## src/rtl/dcres_pkg.sv

```systemverilog
package dcres_pkg;

  typedef enum logic [1:0] {
    TAG_FREE     = 2'b00,
    TAG_ZERO     = 2'b01,
    TAG_ONE      = 2'b10,
    TAG_FREE_ALT = 2'b11
  } tag_e;

  typedef enum logic [1:0] {
    PH_LOAD,
    PH_SCAN,
    PH_FILL,
    PH_EMIT
  } phase_e;

  // strobes from control to datapath
  typedef struct packed {
    logic wrEn;      // store incoming entry
    logic scanEn;    // boundary scan step
    logic fillEn;    // resolve step
    logic fillFirst; // first resolve step: use seed
    logic emitEn;    // stream step
    logic emitLast;  // stream step is the final entry
    logic early;     // early switching selected
    logic forceEn;   // forced tag active
    logic forceVal;  // forced level
  } ctrl_s;

endpackage

```

## src/rtl/dcres_ctrl.sv

```systemverilog
module dcres_ctrl
  import dcres_pkg::*;
#(
  parameter int DEPTH = 16,
  localparam int IDX_W = (DEPTH > 1) ? $clog2(DEPTH) : 1
) (
  input  logic             clk,
  input  logic             rstN,
  input  logic             inValid,
  input  logic             inLast,
  input  logic [1:0]       tagIn,
  input  logic             earlyIn,
  output logic             inReady,
  output ctrl_s            strb,
  output logic [IDX_W-1:0] idx
);

  localparam logic [IDX_W-1:0] LAST_MAX = IDX_W'(DEPTH - 1);

  phase_e           phase;
  logic [IDX_W-1:0] cnt;
  logic [IDX_W-1:0] lastIdx;
  logic             earlyR;
  tag_e             tagR;
  logic             firstFill;

  always_ff @(posedge clk) begin
    if (!rstN) begin
      phase     <= PH_LOAD;
      cnt       <= '0;
      lastIdx   <= '0;
      earlyR    <= 1'b0;
      tagR      <= TAG_FREE;
      firstFill <= 1'b0;
    end else begin
      case (phase)
        PH_LOAD: begin
          if (inValid) begin
            earlyR <= earlyIn;
            tagR   <= tag_e'(tagIn);
            if (inLast || cnt == LAST_MAX) begin
              lastIdx <= cnt;
              cnt     <= '0;
              phase   <= PH_SCAN;
            end else begin
              cnt <= cnt + 1'b1;
            end
          end
        end
        PH_SCAN: begin
          if (cnt == lastIdx) begin
            phase     <= PH_FILL;
            firstFill <= 1'b1;
            cnt       <= earlyR ? lastIdx : '0;
          end else begin
            cnt <= cnt + 1'b1;
          end
        end
        PH_FILL: begin
          firstFill <= 1'b0;
          if (earlyR ? (cnt == '0) : (cnt == lastIdx)) begin
            phase <= PH_EMIT;
            cnt   <= '0;
          end else begin
            cnt <= earlyR ? cnt - 1'b1 : cnt + 1'b1;
          end
        end
        default: begin
          if (cnt == lastIdx) begin
            phase <= PH_LOAD;
            cnt   <= '0;
          end else begin
            cnt <= cnt + 1'b1;
          end
        end
      endcase
    end
  end

  always_comb begin
    strb.wrEn      = (phase == PH_LOAD) && inValid;
    strb.scanEn    = (phase == PH_SCAN);
    strb.fillEn    = (phase == PH_FILL);
    strb.fillFirst = (phase == PH_FILL) && firstFill;
    strb.emitEn    = (phase == PH_EMIT);
    strb.emitLast  = (phase == PH_EMIT) && (cnt == lastIdx);
    strb.early     = earlyR;
    strb.forceEn   = (tagR == TAG_ZERO) || (tagR == TAG_ONE);
    strb.forceVal  = (tagR == TAG_ONE);
  end

  assign inReady = (phase == PH_LOAD);
  assign idx     = cnt;

  AST_IDX_IN_COLUMN: assert property (@(posedge clk) disable iff (!rstN)
    (strb.scanEn || strb.fillEn || strb.emitEn) |-> (idx <= lastIdx));

  AST_BACK_TO_LOAD: assert property (@(posedge clk) disable iff (!rstN)
    strb.emitLast |=> inReady);

  AST_LENGTH_CAP: assert property (@(posedge clk) disable iff (!rstN)
    (strb.wrEn && cnt == LAST_MAX) |=> !inReady);

endmodule

```

## src/rtl/dcres_datapath.sv

```systemverilog
module dcres_datapath
  import dcres_pkg::*;
#(
  parameter int DEPTH = 16,
  localparam int IDX_W = (DEPTH > 1) ? $clog2(DEPTH) : 1
) (
  input  logic             clk,
  input  logic             rstN,
  input  ctrl_s            strb,
  input  logic [IDX_W-1:0] idx,
  input  logic [1:0]       inData,
  output logic             outValid,
  output logic             outBit,
  output logic             outLast
);

  logic [1:0] colMem [DEPTH];

  logic       anyDef;
  logic       firstDef;
  logic       lastDef;
  logic       held;

  logic [1:0] cur;
  logic       curDef;
  logic       seed;
  logic       carry;
  logic       fillVal;

  always_comb begin
    cur     = colMem[idx];
    curDef  = !cur[1];
    // early: next defined wraps to first defined; late: previous wraps to last
    seed    = anyDef ? (strb.early ? firstDef : lastDef) : 1'b0;
    carry   = strb.fillFirst ? seed : held;
    fillVal = curDef ? cur[0] : (strb.forceEn ? strb.forceVal : carry);
  end

  always_ff @(posedge clk) begin
    if (strb.wrEn) begin
      colMem[idx] <= inData;
    end else if (strb.fillEn) begin
      colMem[idx] <= {1'b0, fillVal};
    end
  end

  always_ff @(posedge clk) begin
    if (!rstN) begin
      anyDef   <= 1'b0;
      firstDef <= 1'b0;
      lastDef  <= 1'b0;
      held     <= 1'b0;
    end else begin
      if (strb.scanEn) begin
        if (curDef) begin
          if (idx == '0 || !anyDef) firstDef <= cur[0];
          lastDef <= cur[0];
          anyDef  <= 1'b1;
        end else if (idx == '0) begin
          anyDef <= 1'b0;
        end
      end
      if (strb.fillEn) held <= fillVal;
    end
  end

  always_ff @(posedge clk) begin
    if (!rstN) begin
      outValid <= 1'b0;
      outBit   <= 1'b0;
      outLast  <= 1'b0;
    end else begin
      outValid <= strb.emitEn;
      outBit   <= strb.emitEn ? cur[0] : 1'b0;
      outLast  <= strb.emitLast;
    end
  end

  AST_NO_DC_LEFT: assert property (@(posedge clk) disable iff (!rstN)
    strb.emitEn |-> !cur[1]);

  AST_DEFINED_KEPT: assert property (@(posedge clk) disable iff (!rstN)
    (strb.fillEn && curDef) |=> (colMem[$past(idx)] == $past(cur)));

endmodule

```

## src/rtl/dc_column_resolver.sv

```systemverilog
module dc_column_resolver
  import dcres_pkg::*;
#(
  parameter int DEPTH = 16
) (
  input  logic       clk,
  input  logic       rstN,
  input  logic       inValid,
  output logic       inReady,
  input  logic [1:0] inData,
  input  logic       inLast,
  input  logic [1:0] tagIn,
  input  logic       earlyIn,
  output logic       outValid,
  output logic       outBit,
  output logic       outLast
);

  localparam int IDX_W = (DEPTH > 1) ? $clog2(DEPTH) : 1;

  ctrl_s            strb;
  logic [IDX_W-1:0] idx;

  dcres_ctrl #(.DEPTH(DEPTH)) ctrl_i (
    .clk     (clk),
    .rstN    (rstN),
    .inValid (inValid),
    .inLast  (inLast),
    .tagIn   (tagIn),
    .earlyIn (earlyIn),
    .inReady (inReady),
    .strb    (strb),
    .idx     (idx)
  );

  dcres_datapath #(.DEPTH(DEPTH)) dp_i (
    .clk      (clk),
    .rstN     (rstN),
    .strb     (strb),
    .idx      (idx),
    .inData   (inData),
    .outValid (outValid),
    .outBit   (outBit),
    .outLast  (outLast)
  );

  AST_LAST_HAS_VALID: assert property (@(posedge clk) disable iff (!rstN)
    outLast |-> outValid);

endmodule

```

## config.mk

```make
export PLATFORM = sky130hd
export DESIGN_NAME = dc_column_resolver
export DESIGN_NICKNAME = d
export VERILOG_FILES = /design/src/rtl/dcres_pkg.sv /design/src/rtl/dcres_ctrl.sv /design/src/rtl/dcres_datapath.sv /design/src/rtl/dc_column_resolver.sv
export SDC_FILE = /design/constraint.sdc
export NUM_CORES = 1
export LEC_CHECK = 0
export ABC_AREA = 1
export ABC_CLOCK_PERIOD_IN_PS = 1600
export BUFFER_PORTS_ARGS = -buffer_cell sky130_fd_sc_hd__clkbuf_2
export CAP_MARGIN = 0
export CORE_MARGIN = 5
export CORE_UTILIZATION = 25
export CTS_CLUSTER_SIZE = 28
export DETAILED_ROUTE_END_ITERATION = 10
export SETUP_SLACK_MARGIN = 0.5
export SYNTH_ARGS = -nofsm -noshare
export SYNTH_HDL_FRONTEND = slang
export SYNTH_SLANG_ARGS = --single-unit
export TNS_END_PERCENT = 100
```

## constraint.sdc

```tcl
create_clock -name clk -period 1.6 [get_ports clk]
set_input_delay 0.32 -clock clk [delete_from_list [all_inputs] [get_ports clk]]
set_output_delay 0.32 -clock clk [all_outputs]
set_load 0.005 [all_outputs]
```

==> results.yml, run 1 <==
critical_path:
  worstPathMaxFanout: 10
  critPathRequiredTime_ns: 1.65
  slowest_delay_ns: 0.37
  ff2ff_setup_slack_ns: 0.02
  arrival_ns: 1.63
  worstReg2RegEnd: "dp_i.colMem[14][0]"
  cp_cell_sequence: "buf_12 > nand2_1 > nand2_1 > nand2_1 > nand3_1 > nand3_1 > nand2_2 > inv_2 > nand2_2 > nand3_4 > nand2_4"
  crit_path_end_kind: "flop"
  worst_setup_path_start_kind: "flop"
  ff2ff_path_depth: 11
  cp_slowest_cell: "dfxtp_4"
  crit_top_cell: "nand2_1"
  crit_type: "flop to flop"
yosys:
  synth_area_sq_um: 2988
  ys_ff_latch: 57
  syn-num-nets: 373
  yosys-top-cells-count: "nand2_1 (89), inv_1 (46), nand3_1 (35)"
  seq_area_frac_synth_pct: 48.91
  netlist_instances: 355
  synthArstFlopShare_pct: 0
  yosys-top-cells-area: "edfxtp_1 (32%), dfxtp_1 (17%), nand2_1 (11%)"
  synth_edf_count: 32
  yosysMostFrequentCell: "nand2_1"
  yosys_most_used_dff: "edfxtp_1"
  synth_cell_types: 33
  syn_area_per_cell_sq_um: 8.417
  ys_warn_count: 0
  yosysTopAreaCell: "edfxtp_1"
  yosysTopAreaCellShare_pct: 32.16
clock_network:
  clock-sinks: 57
  htree_levels: 3
  cts_root_buf: "clkbuf_16"
  clk_latency_ns: 0.32
  cts_tree: "built"
  hold_buffers: 0
  cts_inserted_buffers: 9
  clk_pin_slew_worst_paths_ns: 0.05
  clockBufferDepth: 2
hold_path:
  hold_path_end: "ctrl_i.tagR[0]"
  min_path_type: "input pin to flop"
  hold_depth: 3
  worstHoldStart: "tagIn[0]"
sta:
  min_period_over_period_pct: 98.88
  hold_viol: 0
  fin_skew_ns: 0.004800
  fin_setup_tns_ns: 0
  worst_slack_ns: 0.01796
  drv_slew: 0
  min_period_ns: 1.582
  finalSetupViolations: 0
  maxSlewHeadroom_pct: 73.71
  worst_slew_pin_slew_ns: 0.3943
  max_freq_mhz: 632.1
  rsz0062_at_grt: "true"
die:
  fp-row-count: 40
  pin_count: 13
  die-area_sq_um: 14240
  die_w_um: 119.3
  core_sq_um: 11860
  initial_core_util_pct: 25.19
  die_h_um: 119.3
run_status:
  status: "finished clean"
place:
  dp_hpwl_um: 5178
  place_ws_ns: -0.01868
  numPortBuffers: 12
  routabilityCongestion: 0.8790
detailed_routing:
  viasPerCell: 4.524
  wl_um: 8004
  drt_iter0_markers: 143
  num_vias: 2592
  wl_per_cell_um: 13.97
  drc: 0
  first_pass_iters: 4
  ant_nets: 0
finish:
  fillers: 1104
  drive_gt1_share_pct: 47.89
  synthToLayoutAreaGrowth_pct: 51.88
  nets: 439
  antenna_cells: 0
grt:
  grt_overflow: 0
  grt_max_degree: 18
  antenna_found_initial: 0
  first_global_vias: 2645
  grt_pass1_wl_um: 13140
  grt_usage_pct: 11.53
power:
  powerDensity_nw_per_um2: 2034
  vdd_ir_drop_max_uv: 1388
  leakage_uw: 0.001840
job:
  drv_cap: 0
## per-layer routing
metal / share of wire [%] / global-route usage (%)
met4: 1.1 / 2.935
met5: 0 / 0
met2: 52 / 19.29
met3: 4.3 / 3.276
met1: 43 / 14.65
## stage by stage
stage	std cells	power [uW]	utilization, %	cell area [sq um]	hold slack [ns]
floorplan	355	4721	-	3217	0.4347
detailed placement	532	5757	30.14	3575	0.4542
CTS	568	8427	35.73	4238	0.2352
global placement	532	5687	30.14	3575	0.4570
global route	573	9811	38.26	4538	0.2736
finish	573	9229	38.26	4538	0.2683
## critical path: cells and delay by family, from the launching register on
kind	cells	cell delay [ns]
and+or+nand+nor	9	0.70
buffers and inverters	2	0.21
DFF	1	0.37
## registers in the layout (all words and copies together), names as in the netlist, 2 cells and up, named ones only
register / flops
ctrl_i.phase: 2
ctrl_i.idx: 4
ctrl_i.lastIdx: 4
dp_i.colMem: 32
ctrl_i.tagR: 2
## worst max-delay path by stage
| stage | from | slack, ns | cells past startpoint | endpoint |
|---|---|---|---|---|
| 2_1_floorplan | flop | 0.13 | 12 | dp_i.colMem[0][0] |
| 3_3_place_gp | flop | 0.02 | 10 | dp_i.colMem[4][0] |
| 3_5_place_dp | flop | -0.02 | 10 | dp_i.colMem[5][0] |
| 4_1_cts | flop | 0.04 | 10 | dp_i.colMem[13][0] |
| 5_1_grt | flop | -0.09 | 11 | dp_i.colMem[12][0] |
| 6_report | flop | 0.02 | 11 | dp_i.colMem[14][0] |
## cells in the final DEF, fill, tap and decap left out, types with 6 or more instances in the layout
cell and n:
edfxtp_1 32, nand3_1 20, clkbuf_2 11, inv_1 38, buf_4 29, a21oi_1 7
o21ai_0 7, nand2_4 11, nand2_1 73, inv_4 6, nand3_2 14, buf_6 21
nor2_1 8, nor2_4 20, dfxtp_4 7, o21ai_1 7, a21oi_2 9, dfxtp_1 16
clkbuf_16 9, nand2_2 12, inv_2 9
## cells by family after synthesis
group	share of synthesized area (%)
simple gates	27.09
buf+inv	10.26
flops	48.91
compound gates	7.663
fa+ha+maj	3.769
xor+xnor	2.303
## repair_timing
action                                  4_1_cts  5_1_grt
pin swaps                                    28       39
setup buffers                                18        5
resized for setup                            66       62
endpoints found under the setup margin       89       89
gates cloned                                  2        0
## final cells by class
class / count / area [sq um] / share of cell area, %
Sequential cell: 57 / 1490 / 32.84
Tap cell: 147 / 183.9 / 4.053
Inverter: 56 / 240.2 / 5.294
Timing Repair Buffer: 63 / 544.3 / 11.99
Clock inverter: 7 / 46.29 / 1.020
Multi-Input combinational cell: 234 / 1808 / 39.84
Clock buffer: 9 / 225.2 / 4.963
## power by group
part	total, uW	switching, uW	internal (uW)	leakage, uW
registers	2220	279	1940	0.000500
logic	5290	2990	2300	0.00121
clock network	1720	675	1040	0.000129
Power figures use the tool's default switching activity.
==> inputs of run 2 (changes only) <==
--- a/constraint.sdc
+++ b/constraint.sdc
@@ -3,2 +3,2 @@
 set_output_delay 0.32 -clock clk [all_outputs]
-set_load 0.005 [all_outputs]
+set_load 0.02 [all_outputs]
==> run 2 against run 1 <==
Effect of this change: maximum frequency down 0.61%; critical path depth unchanged; via count up 3.5%; critical path type unchanged; clock skew up 0.0023 ns; worst setup slack worse by 0.0097 ns; clock power up 7%; non-clock buffer count up 3; core utilization up 2.4 points; largest cell class unchanged.
==> results.yml, run 2 (synthesized netlist as in run 1, its figures left out) <==
finish:
  largest_reg_flops: 32
  top_regs: "dp_i.colMem x32, ctrl_i.idx x4, ctrl_i.lastIdx x4"
  drive_gt1_share_pct: 54.78
  antenna_cells: 0
  finalInstanceArea_sq_um: 4822
  final_common_cell: "nand2_1"
  synthToLayoutAreaGrowth_pct: 61.39
  nets: 442
  final_cell_mix: "nand2_1 (59), inv_1 (38), edfxtp_1 (32)"
  top_register: "dp_i.colMem"
detailed_routing:
  viasPerCell: 4.660
  ant_nets: 0
  drc: 0
  wl_per_cell_um: 15.17
  wl_um: 8736
  drt_iter0_markers: 92
  num_vias: 2684
  first_pass_iters: 4
grt:
  first_global_vias: 2737
  grt_overflow: 0
  grt_pass1_wl_um: 13500
  grt_max_degree: 18
  grt_usage_pct: 11.71
  antenna_found_initial: 0
sta:
  hold_viol: 0
  maxSlewHeadroom_pct: 71.43
  finalSetupViolations: 0
  fin_setup_tns_ns: 0
  max_freq_mhz: 628.3
  fin_skew_ns: 0.007148
  min_period_over_period_pct: 99.48
  worst_slew_pin_slew_ns: 0.4285
  drv_slew: 0
  rsz0062_at_grt: "true"
  min_period_ns: 1.592
clock_network:
  cts_inserted_buffers: 9
  htree_levels: 3
  hold_buffers: 0
  clk_pin_slew_worst_paths_ns: 0.05
  clockBufferDepth: 2
  cts_root_buf: "clkbuf_16"
  clock-sinks: 57
  clk_latency_ns: 0.32
  cts_tree: "built"
critical_path:
  worst_setup_path_start_kind: "flop"
  arrival_ns: 1.64
  cp_cell_sequence: "buf_12 > nand2_1 > nand2_1 > nand2_1 > nand3_1 > nand3_2 > nand2_4 > inv_2 > nand2_2 > nand3_4 > nand2_4"
  crit_top_cell: "nand2_1"
  crit_path_end_kind: "flop"
  worstPathMaxFanout: 8
  crit_buf_inv: 2
  critical-path-top-delay-family: "simple AND/OR/NAND/NOR gates"
  crit_type: "flop to flop"
  slowest_delay_ns: 0.38
  cp_slowest_cell: "dfxtp_4"
  critPathRequiredTime_ns: 1.65
place:
  numPortBuffers: 12
  routabilityCongestion: 0.8780
  dp_hpwl_um: 5243
  placed_area_sq_um: 3505
hold_path:
  min_path_type: "input pin to flop"
  worstHoldStart: "earlyIn"
power:
  vdd_ir_drop_max_uv: 1115
  powerDensity_nw_per_um2: 2031
  leakage_uw: 0.001947
  total_power_uw: 9792
job:
  drv_cap: 0
run_status:
  status: "finished clean"
die:
  die_h_um: 119.3
  initial_core_util_pct: 25.19
  fp-row-count: 40
  pin_count: 13
  die-area_sq_um: 14240
  core_sq_um: 11860
  die_w_um: 119.3
run 2: final cells by class:
type	instances	area, sq um
Clock inverter	6	58.81
Sequential cell	57	1494
Inverter	56	249.0
Timing Repair Buffer	66	684.4
Tap cell	147	183.9
Fill cell	1031	7039
Clock buffer	10	229.0
Multi-Input combinational cell	234	1923
run 2: routing by layer:
layer  vias up  share of wire (%)  track usage (%)  routed length (um)
li1       1280                  -                -                   -
met4         0                2.9            4.510                 252
met2        66                 54            20.56                4730
met5         -                  0                0                   0
met1      1317                 39            13.75                3407
met3        21                4.0            2.849                 346
run 2: stage by stage:
step	instances	setup WS, ns	hold WS, ns	utilization (%)
after global routing	576	-0.04442	0.2649	40.65
final	576	0.008293	0.2715	40.65
after global placement	525	-0.01783	0.4531	29.55
after floorplan	355	0.1328	0.4347	-
after CTS	561	0.08368	0.2608	36.73
after detailed placement	525	-0.05484	0.4649	29.55
run 2: path summary, 6_finish.rpt:
kind	depth (start not counted)	endpoint	slack, ns
setup reg to reg	11	dp_i.colMem[0][0]	0.008
setup / recovery	11	dp_i.colMem[0][0]	0.008
hold / removal	3	ctrl_i.earlyR	0.27
hold reg to reg	2	ctrl_i.tagR[1]	0.48
run 2: tightest hold or removal path, delay by kind of cell:
kind	cells	cell delay (ns)
AOI/OAI and AO/OA	2	0.15
buffers and inverters	1	0.09
run 2: timing repair:
item,CTS,global route
endpoints found under the hold margin,0,0
pin swaps,31,41
cloned,2,0
resized for setup,101,88
setup buffers,18,15
endpoints found under the setup margin,92,92
run 2: power by group:
part | internal (uW) | switching, uW | leakage [uW]
registers | 1940 | 318 | 0.000502
clock network | 1190 | 652 | 0.000138
logic | 2520 | 3160 | 0.00131
total | 5660 | 4130 | 0.00195
